### src/rtl/wt_pkg.sv
// Shared parameters and the control register layout for the watch timer.
// Assumes the field order below; the bench and the top decode it.
package wt_pkg;
    localparam int PRESC_W    = 9;   // prescaler width
    localparam int CNT_W      = 5;   // watch counter width
    localparam int DIV_LOG2   = 7;   // main strobe divide ratio, log2
    localparam int FAST_LOG2  = 5;   // fast feed period, log2
    localparam int INTV_BASE  = 4;   // shortest interval period, log2
    localparam int INTV_CODES = 6;   // number of legal interval codes
    localparam int SEL_W      = 3;   // interval code width

    typedef struct packed {
        logic             rsv;          // bit 7, always 0
        logic [SEL_W-1:0] intv_sel;     // bits 6:4
        logic             watch_short;  // bit 3
        logic             presc_run;    // bit 2
        logic             cnt_run;      // bit 1
        logic             fast_feed;    // bit 0
    } wt_ctrl_t;
endpackage

### src/rtl/wt_ctrl_reg.sv
// Control register. Whole-register or single-bit writes; bit 7 is held at 0.
// Assumes wr_* inputs are sampled on the rising clock edge.
module wt_ctrl_reg
    import wt_pkg::*;
(
    input  logic       clk,
    input  logic       rst_n,
    input  logic       wr_en,
    input  logic       wr_all,
    input  logic [2:0] wr_idx,
    input  logic [7:0] wr_data,
    output wt_ctrl_t   ctrl
);
    logic [7:0] reg_q;
    logic [7:0] reg_d;

    // Next value: merge the write into the current contents, force bit 7 low.
    always_comb begin
        reg_d = reg_q;
        if (wr_en) begin
            if (wr_all) begin
                reg_d = wr_data;
            end else begin
                reg_d[wr_idx] = wr_data[0];
            end
        end
        reg_d[7] = 1'b0;
    end

    // Register storage with synchronous reset.
    always_ff @(posedge clk) begin
        if (!rst_n) begin
            reg_q <= '0;
        end else begin
            reg_q <= reg_d;
        end
    end

    assign ctrl = wt_ctrl_t'(reg_q);

    assert_byte_wr_R2: assert property (@(posedge clk) disable iff (!rst_n)
        (wr_en && wr_all) |=> (reg_q == {1'b0, $past(wr_data[6:0])}));

    assert_bit_wr_R3: assert property (@(posedge clk) disable iff (!rst_n)
        (wr_en && !wr_all && wr_idx != 3'd7) |=> (reg_q[$past(wr_idx)] == $past(wr_data[0])));

    assert_bit7_ignored_R3: assert property (@(posedge clk) disable iff (!rst_n)
        (wr_en && !wr_all && wr_idx == 3'd7) |=> $stable(reg_q));
endmodule

### src/rtl/wt_clk_sel.sv
// Watch clock source: picks the divided main strobe or the subsystem strobe.
// Assumes both inputs are single-cycle strobes in the clk domain.
module wt_clk_sel #(
    parameter int DIV_LOG2 = 7
) (
    input  logic clk,
    input  logic rst_n,
    input  logic src_sub,
    input  logic main_tick,
    input  logic sub_tick,
    output logic fw_tick
);
    logic div_done;

    generate
        if (DIV_LOG2 > 0) begin : g_div
            logic [DIV_LOG2-1:0] div_q;
            // Free-running divider advanced by main strobes.
            always_ff @(posedge clk) begin
                if (!rst_n) begin
                    div_q <= '0;
                end else if (main_tick) begin
                    div_q <= div_q + 1'b1;
                end
            end
            assign div_done = main_tick && (&div_q);

            assert_div_gap_R4: assert property (@(posedge clk) disable iff (!rst_n)
                (!src_sub && fw_tick) |=> (src_sub || !fw_tick));
        end else begin : g_nodiv
            assign div_done = main_tick;
        end
    endgenerate

    // Source selection.
    assign fw_tick = src_sub ? sub_tick : div_done;

    assert_main_src_R4: assert property (@(posedge clk) disable iff (!rst_n)
        (!src_sub && fw_tick) |-> main_tick);
endmodule

### src/rtl/wt_prescaler.sv
// Prescaler with run/clear control, wrap strobe, fast-feed tap and a selectable
// interval tap. Assumes fw_tick is a single-cycle strobe.
module wt_prescaler
    import wt_pkg::*;
#(
    parameter int W      = PRESC_W,
    parameter int FAST_B = FAST_LOG2 - 1,
    parameter int BASE_B = INTV_BASE - 1,
    parameter int CODES  = INTV_CODES,
    parameter int SW     = SEL_W
) (
    input  logic          clk,
    input  logic          rst_n,
    input  logic          en,
    input  logic          fw_tick,
    input  logic [SW-1:0] intv_sel,
    output logic          wrap,
    output logic          fast_tap,
    output logic          intv_tap
);
    localparam int NSEL = 1 << SW;

    logic [W-1:0]    presc_q;
    logic [NSEL-1:0] tap_vec;

    // Count watch strobes while running; hold cleared while stopped.
    always_ff @(posedge clk) begin
        if (!rst_n || !en) begin
            presc_q <= '0;
        end else if (fw_tick) begin
            presc_q <= presc_q + 1'b1;
        end
    end

    assign wrap     = en && fw_tick && (&presc_q);
    assign fast_tap = presc_q[FAST_B];

    // Interval tap table: legal codes pick a prescaler bit, the rest give 0.
    generate
        for (genvar g = 0; g < NSEL; g++) begin : g_tap
            if (g < CODES) begin : g_legal
                assign tap_vec[g] = presc_q[g + BASE_B];
            end else begin : g_bad
                assign tap_vec[g] = 1'b0;
            end
        end
    endgenerate

    assign intv_tap = tap_vec[intv_sel];

    assert_hold_clear_R5: assert property (@(posedge clk) disable iff (!rst_n)
        !en |=> (presc_q == '0));

    assert_idle_stable_R5: assert property (@(posedge clk) disable iff (!rst_n)
        (en && !fw_tick) |=> $stable(presc_q));
endmodule

### src/rtl/wt_counter.sv
// Watch counter advanced by prescaler wraps, with run/clear control.
// Exposes its top bit (long period) and next bit (short period).
module wt_counter
    import wt_pkg::*;
#(
    parameter int W = CNT_W
) (
    input  logic clk,
    input  logic rst_n,
    input  logic en,
    input  logic step,
    output logic tap_long,
    output logic tap_short
);
    logic [W-1:0] cnt_q;

    // Count prescaler wraps while running; hold cleared while stopped.
    always_ff @(posedge clk) begin
        if (!rst_n || !en) begin
            cnt_q <= '0;
        end else if (step) begin
            cnt_q <= cnt_q + 1'b1;
        end
    end

    assign tap_long  = cnt_q[W-1];
    assign tap_short = cnt_q[W-2];

    assert_cnt_clear_R6: assert property (@(posedge clk) disable iff (!rst_n)
        !en |=> (cnt_q == '0));

    assert_cnt_hold_R6: assert property (@(posedge clk) disable iff (!rst_n)
        (en && !step) |=> $stable(cnt_q));
endmodule

### src/rtl/wt_edge_pulse.sv
// Rising-edge detector: one-cycle pulse when the tap goes from 0 to 1.
// Assumes tap is a registered signal in the clk domain.
module wt_edge_pulse (
    input  logic clk,
    input  logic rst_n,
    input  logic tap,
    output logic pulse
);
    logic tap_q;

    // Remember the previous tap level.
    always_ff @(posedge clk) begin
        if (!rst_n) begin
            tap_q <= 1'b0;
        end else begin
            tap_q <= tap;
        end
    end

    assign pulse = tap && !tap_q;

    assert_pulse_width_R12: assert property (@(posedge clk) disable iff (!rst_n)
        pulse |=> !pulse);
endmodule

### src/rtl/watch_tmr.sv
// Watch timer top: control register, clock source, prescaler, counter and the
// two event pulse generators. Single clock domain, synchronous active-low reset.
module watch_tmr
    import wt_pkg::*;
(
    input  logic       clk,
    input  logic       rst_n,
    input  logic       src_sub,
    input  logic       main_tick,
    input  logic       sub_tick,
    input  logic       wr_en,
    input  logic       wr_all,
    input  logic [2:0] wr_idx,
    input  logic [7:0] wr_data,
    output logic [7:0] rd_data,
    output logic       watch_flag,
    output logic       intv_flag
);
    wt_ctrl_t ctrl;
    logic     fw_tick;
    logic     wrap;
    logic     fast_tap;
    logic     intv_tap;
    logic     tap_long;
    logic     tap_short;
    logic     watch_tap;

    wt_ctrl_reg u_reg (
        .clk     (clk),
        .rst_n   (rst_n),
        .wr_en   (wr_en),
        .wr_all  (wr_all),
        .wr_idx  (wr_idx),
        .wr_data (wr_data),
        .ctrl    (ctrl)
    );

    wt_clk_sel #(.DIV_LOG2(DIV_LOG2)) u_src (
        .clk       (clk),
        .rst_n     (rst_n),
        .src_sub   (src_sub),
        .main_tick (main_tick),
        .sub_tick  (sub_tick),
        .fw_tick   (fw_tick)
    );

    wt_prescaler u_presc (
        .clk      (clk),
        .rst_n    (rst_n),
        .en       (ctrl.presc_run),
        .fw_tick  (fw_tick),
        .intv_sel (ctrl.intv_sel),
        .wrap     (wrap),
        .fast_tap (fast_tap),
        .intv_tap (intv_tap)
    );

    wt_counter u_cnt (
        .clk       (clk),
        .rst_n     (rst_n),
        .en        (ctrl.cnt_run),
        .step      (wrap),
        .tap_long  (tap_long),
        .tap_short (tap_short)
    );

    // Watch tap: fast feed taps the prescaler, normal mode taps the counter.
    always_comb begin
        if (ctrl.fast_feed) begin
            watch_tap = fast_tap;
        end else if (ctrl.watch_short) begin
            watch_tap = tap_short;
        end else begin
            watch_tap = tap_long;
        end
    end

    wt_edge_pulse u_watch_pulse (
        .clk   (clk),
        .rst_n (rst_n),
        .tap   (watch_tap),
        .pulse (watch_flag)
    );

    wt_edge_pulse u_intv_pulse (
        .clk   (clk),
        .rst_n (rst_n),
        .tap   (intv_tap),
        .pulse (intv_flag)
    );

    assign rd_data = ctrl;

    assert_no_bad_code_R11: assert property (@(posedge clk) disable iff (!rst_n)
        (int'(ctrl.intv_sel) >= INTV_CODES) |-> !intv_flag);

    assert_stopped_silent_R5: assert property (@(posedge clk) disable iff (!rst_n)
        (!ctrl.presc_run && $past(!ctrl.presc_run)) |-> !intv_flag);
endmodule

### config.mk
export PLATFORM = sky130hd
export DESIGN_NAME = watch_tmr
export DESIGN_NICKNAME = d
export VERILOG_FILES = /design/src/rtl/wt_pkg.sv /design/src/rtl/wt_ctrl_reg.sv /design/src/rtl/wt_clk_sel.sv /design/src/rtl/wt_prescaler.sv /design/src/rtl/wt_counter.sv /design/src/rtl/wt_edge_pulse.sv /design/src/rtl/watch_tmr.sv
export SDC_FILE = /design/constraint.sdc
export NUM_CORES = 1
export LEC_CHECK = 0
export ABC_AREA = 1
export CORE_MARGIN = 8
export CORE_UTILIZATION = 55
export CTS_BUF_LIST = sky130_fd_sc_hd__clkbuf_16
export DETAILED_ROUTE_END_ITERATION = 7
export GPL_TIMING_DRIVEN = 0
export PLACE_DENSITY = 0.95
export SKIP_LAST_GASP = 1
export SYNTH_ARGS = -nofsm -noshare
export SYNTH_HDL_FRONTEND = slang
export SYNTH_SLANG_ARGS = --single-unit
### constraint.sdc
create_clock -name clk -period 5.1 [get_ports clk]
set_clock_uncertainty 0.2 [all_clocks]
set_input_delay 1.02 -clock clk [delete_from_list [all_inputs] [get_ports clk]]
set_output_delay 1.02 -clock clk [all_outputs]
set_load 0.05 [all_outputs]
# Word-level counts from Yosys, hierarchy flattened
# Cells that the tools add are included.
# W data, S select, Z words.
[op_classes] n_lt_le_gt_ge=3 n_mux=9 addsub=3 n_reduce_logical=15
[ops] cell="$add A9 B1 Y9 const B" count=1
[ops] cell="$reduce_and A9 Y1" count=1
[ops] cell="$bwmux W8" count=1
[ops] cell="$lt A3 B4 Y1 const B" count=2
[ops] cell="$add A7 B1 Y7 const B" count=1
[ops] cell="$mux W7" count=1
[ops] cell="$reduce_and A7 Y1" count=1
[ops] cell="$logic_and A1 B1 Y1" count=6
[ops] cell="$add A5 B1 Y5 const B" count=1
[ops] cell="$logic_not A1 Y1" count=5
[ops] cell="$mux W1" count=5
[ops] cell="$bmux W1 S3" count=1
[ops] cell="$demux W1 S3" count=1
[ops] cell="$ge A3 B1 Y1 const B" count=1
[ops] cell="$logic_or A1 B1 Y1" count=2
[word_totals] inputBits=18 regBits=30 wordCells=36 output_inout_bits=10

# Depth between registers and ports, before layout
[logic_depth] ltp_word=6 ltp_mapped=13 depth_no_buf=13

# Hierarchy
# From an unflattened synthesis, not the netlist that was laid out.
[unflattened] hier_cells=260 area_unflattened_um2=1631.6
[by_module_without_submodules] mod="wt_prescaler" seq_area_each_um2=180.2 instances=1 cells_per_inst=80 area_each_um2=511.7
[by_module_without_submodules] mod="wt_ctrl_reg" seq_area_each_um2=140.1 instances=1 cells_per_inst=82 area_each_um2=459.2
[by_module_without_submodules] mod="wt_clk_sel" seq_area_each_um2=140.1 instances=1 cells_per_inst=49 area_each_um2=331.6
[by_module_without_submodules] mod="wt_counter" seq_area_each_um2=100.1 instances=1 cells_per_inst=30 area_each_um2=219.0
[by_module_without_submodules] mod="wt_edge_pulse" seq_area_each_um2=20.0 instances=2 cells_per_inst=5 area_each_um2=37.5
[by_module_without_submodules] mod="watch_tmr" seq_area_each_um2=0.0 instances=1 cells_per_inst=9 area_each_um2=35.0

# Worst setup path before layout
# No wires, ideal clock.
[synth_path] kind="flip-flop to output port" startpoint="register u_reg.reg_q[4], in the netlist u_reg.ctrl[4]" endpoint="output port intv_flag" arrival_ns=1.821 n_path_buf=0 setup_slack_ns=2.059 path_stages_with_launch=7 required_time_ns=3.880 cell_sequence="dfxtp_1 -> nor2_1 -> nor2_1 -> o21ai_0 -> a21oi_1 -> a21oi_1 -> nor2_1"
[synth_between] elab_chain_len=3
[synth_lines] element="start, declared" line_no="wt_ctrl_reg.sv:14" rtl="logic [7:0] reg_q;"
[synth_lines] element="start signal, assigned" line_no="wt_ctrl_reg.sv:35" rtl="reg_q <= reg_d;"
[synth_lines] element="$bmux W1 S3" line_no="wt_prescaler.sv:49" rtl="assign intv_tap = tap_vec[intv_sel];"
[synth_lines] element="$mux W1 (not written as such)" line_no="wt_prescaler.sv:49"
[synth_lines] element="$logic_and A1 B1 Y1" line_no="wt_edge_pulse.sv:20" rtl="assign pulse = tap && !tap_q;"
[synth_lines] element="end, declared" line_no="watch_tmr.sv:17" rtl="output logic intv_flag"
# Every way passes these cells. The select of a mux whose other input is x is not followed.

# Worst setup path in the final report
[layout_path] startpoint="register u_presc.presc_q[4]" endpoint="output port intv_flag"
[layout_between] elab_chain_len=3
[layout_lines] element="start, declared" line_no="wt_prescaler.sv:23" rtl="logic [W-1:0] presc_q;"
[layout_lines] element="start signal, assigned" line_no="wt_prescaler.sv:31" rtl="presc_q <= presc_q + 1'b1;"
[layout_lines] element="$bmux W1 S3" line_no="wt_prescaler.sv:49"
[layout_lines] element="$mux W1 (not written as such)" line_no="wt_prescaler.sv:49"
[layout_lines] element="$logic_and A1 B1 Y1" line_no="wt_edge_pulse.sv:20"
# Every way passes these cells. The select of a mux whose other input is x is not followed.

==> metrics <==
RD Place Congestion between 0.8 and 0.9; Post-CTS Resized 0; Tmin final 3296 ps; hold_buf cts 0; CP max FO 4; FP Rows 19; Synth top area share 37.50%; Hold Fails Final Rpt 0; most common cell after layout, fill and taps aside nand2_1; Post-DRT Antenna Nets 0; Initial DRC Count 142; Ports 28; Req. time, crit path 3880 ps; Non-Filler Instances 302; fin. max-slew vios 0; leak pwr 0.8513 nW; die area 0.004894 mm²; status finished clean; final worst-path setup slack 1804 ps; Worst-Margin Slew around 500 ps; CP Capture Type output pin; crit start category flip-flop; number of vias per cell 5.444; synth top area cells dfxtp_1 38%, nand2_1 11%, a21oi_1 9.4%; Layout area overhead 26.02%; Peak supply drop about 0.33 mV; ANT cells 0; largest net degree at the start of global routing 11; Netlist cell types 23; global-route wire length before repair 6.920 mm; wirelength, routed 3.943 mm; Tcrit/Tclk final between 60% and 70%; DR vias 1644; TritonCTS Buffers 5; Chip Height ~70 µm; syn nets ~260; clk root buf clkbuf_16; commonest cells after routing, fill and taps aside 49 x nand2_1, 35 x nor2_1, 30 x inv_1, 30 x a21oi_1, 30 x dfxtp_1; Final Net Count 292; CTS HTree Levels 2; Max-Cap Viols 0; worst hold path class reg2reg; core area 0.002758 mm²; initial antenna violation count 1; layout cells sized above 1 6.273%; clk slew on worst S/H paths 50 ps; f_max 303.4 MHz; Placed Cells 294; Clock Path Buffers 2; Chip Width 69.96 µm; pwr dens 301.2 mW/mm²; grt ovf 0; drt first pass iters 4; Tot GR Track Use 16.67%; post-route setup TNS 0 ps; Sink Count 30; Synth Cell Area 0.001602 mm²; CTS tree built; Yosys warnings 0; Setup Crit Path Kind reg2out; minimum setup slack after placement 2118 ps; max_slew headroom 66.31%; Synth area leader dfxtp_1; initial core utilization 58.08%; CP arrival 2080 ps; Mapped Avg Cell Area 6.701 µm²; cells after synthesis 239; #FFs+latches synth 30; vias in the first global route 1666; clock latency on the worst-skew pair 280 ps; DRC errors left 0; routed wire length per instance 13.06 µm; dpl hpwl 2.809 mm; total setup buffers inserted after CTS 0; post-synthesis sequential area ratio between 30% and 40%; IO Port Bufs 24; final setup violation count 0; unrepaired setup endpoints after global routing false
critical path: stages (launching register included):
cell             delay, ps
dfxtp_1                410
inv_1                  100
a21oi_1                110
o21ai_0                 90
a21oi_1                130
a21oi_1                 70
nor2_1                  90
clkdlybuf4s50_1        800
sequential cells by signal, summed over array words and instances, names as in the netlist:
name and flops:
u_presc.presc_q 9, u_intv_pulse.tap_q 1, u_watch_pulse.tap_q 1, u_cnt.cnt_q 5, u_src.g_div.div_q 7, u_reg.ctrl 7
per-layer routing:
metal,vias to the layer above,part of all wire [%],track usage [%]
li1,842,-,-
met1,730,42,16.59
met2,58,49,29.64
met3,12,7.0,5.932
met4,2,2.1,8.705
met5,-,0.30,0
cell type report:
type                            count  area [µm²]
Multi-Input combinational cell    172       838.3
Fill cell                         201       739.5
Clock inverter                      3       12.51
Buffer                              8       53.80
Tap cell                           31       38.79
Clock buffer                        5       125.1
Inverter                           29       108.9
Sequential cell                    30       600.6
Timing Repair Buffer               24       240.2
synth_stat cells:
library cell  instances
ha_1                  4
xor2_1                1
o21ai_0              11
buf_2                 1
clkbuf_1              2
conb_1                1
a211oi_1              4
nand3_1              19
dfxtp_1              30
nor2_1               35
a31oi_1               1
nand4_4               1
nor3_1                5
inv_1                29
nand3_2               1
nand2_1              49
buf_6                 1
nand4_1               6
nand2_2               2
and3_1                1
buf_4                 4
a21oi_1              30
nor2_4                1
path summary, 6_finish.rpt:
check | from | to | slack (ps) | depth (start not counted)
worst max-delay path | u_presc.presc_q[4] | intv_flag | 1800 | 7
worst min-delay path | u_presc.presc_q[0] | u_presc.presc_q[0] | 290 | 1
worst max register to register | u_presc.presc_q[0] | u_cnt.cnt_q[4] | 3040 | 12
worst min register to register | u_presc.presc_q[0] | u_presc.presc_q[0] | 290 | 1
metrics by stage:
step | cell area [µm²] | utilization (%) | total power [mW] | hold slack, ps
2_1_floorplan | 1602 | - | 0.3017 | 237.1
3_3_place_gp | 1881 | 68.19 | 0.3315 | 255.3
3_5_place_dp | 1881 | 68.19 | 0.3337 | 267.2
4_1_cts | 2018 | 73.19 | 0.6092 | 286.4
5_1_grt | 2018 | 73.19 | 0.6298 | 309.9
6_report | 2018 | 73.19 | 0.6078 | 286.9
where the power goes:
part | internal (mW) | switching (mW) | leakage [nW]
logic | 0.0325 | 0.0505 | 0.535
registers | 0.241 | 0.00624 | 0.244
clock network | 0.176 | 0.102 | 0.0724
total | 0.450 | 0.158 | 0.851
cells by family after synthesis:
kind of cell               Yosys count  synth area share (%)
DFF                                 30                 37.50
and+or+nand+nor                    120                 33.36
buffers and inverters               37                 10.16
adders and majority gates            4                 3.125
other                                1                0.2342
AOI/OAI and AO/OA                   46                 15.08
xor gates and xnor gates             1                0.5470
(Power assumes the default switching activity.)
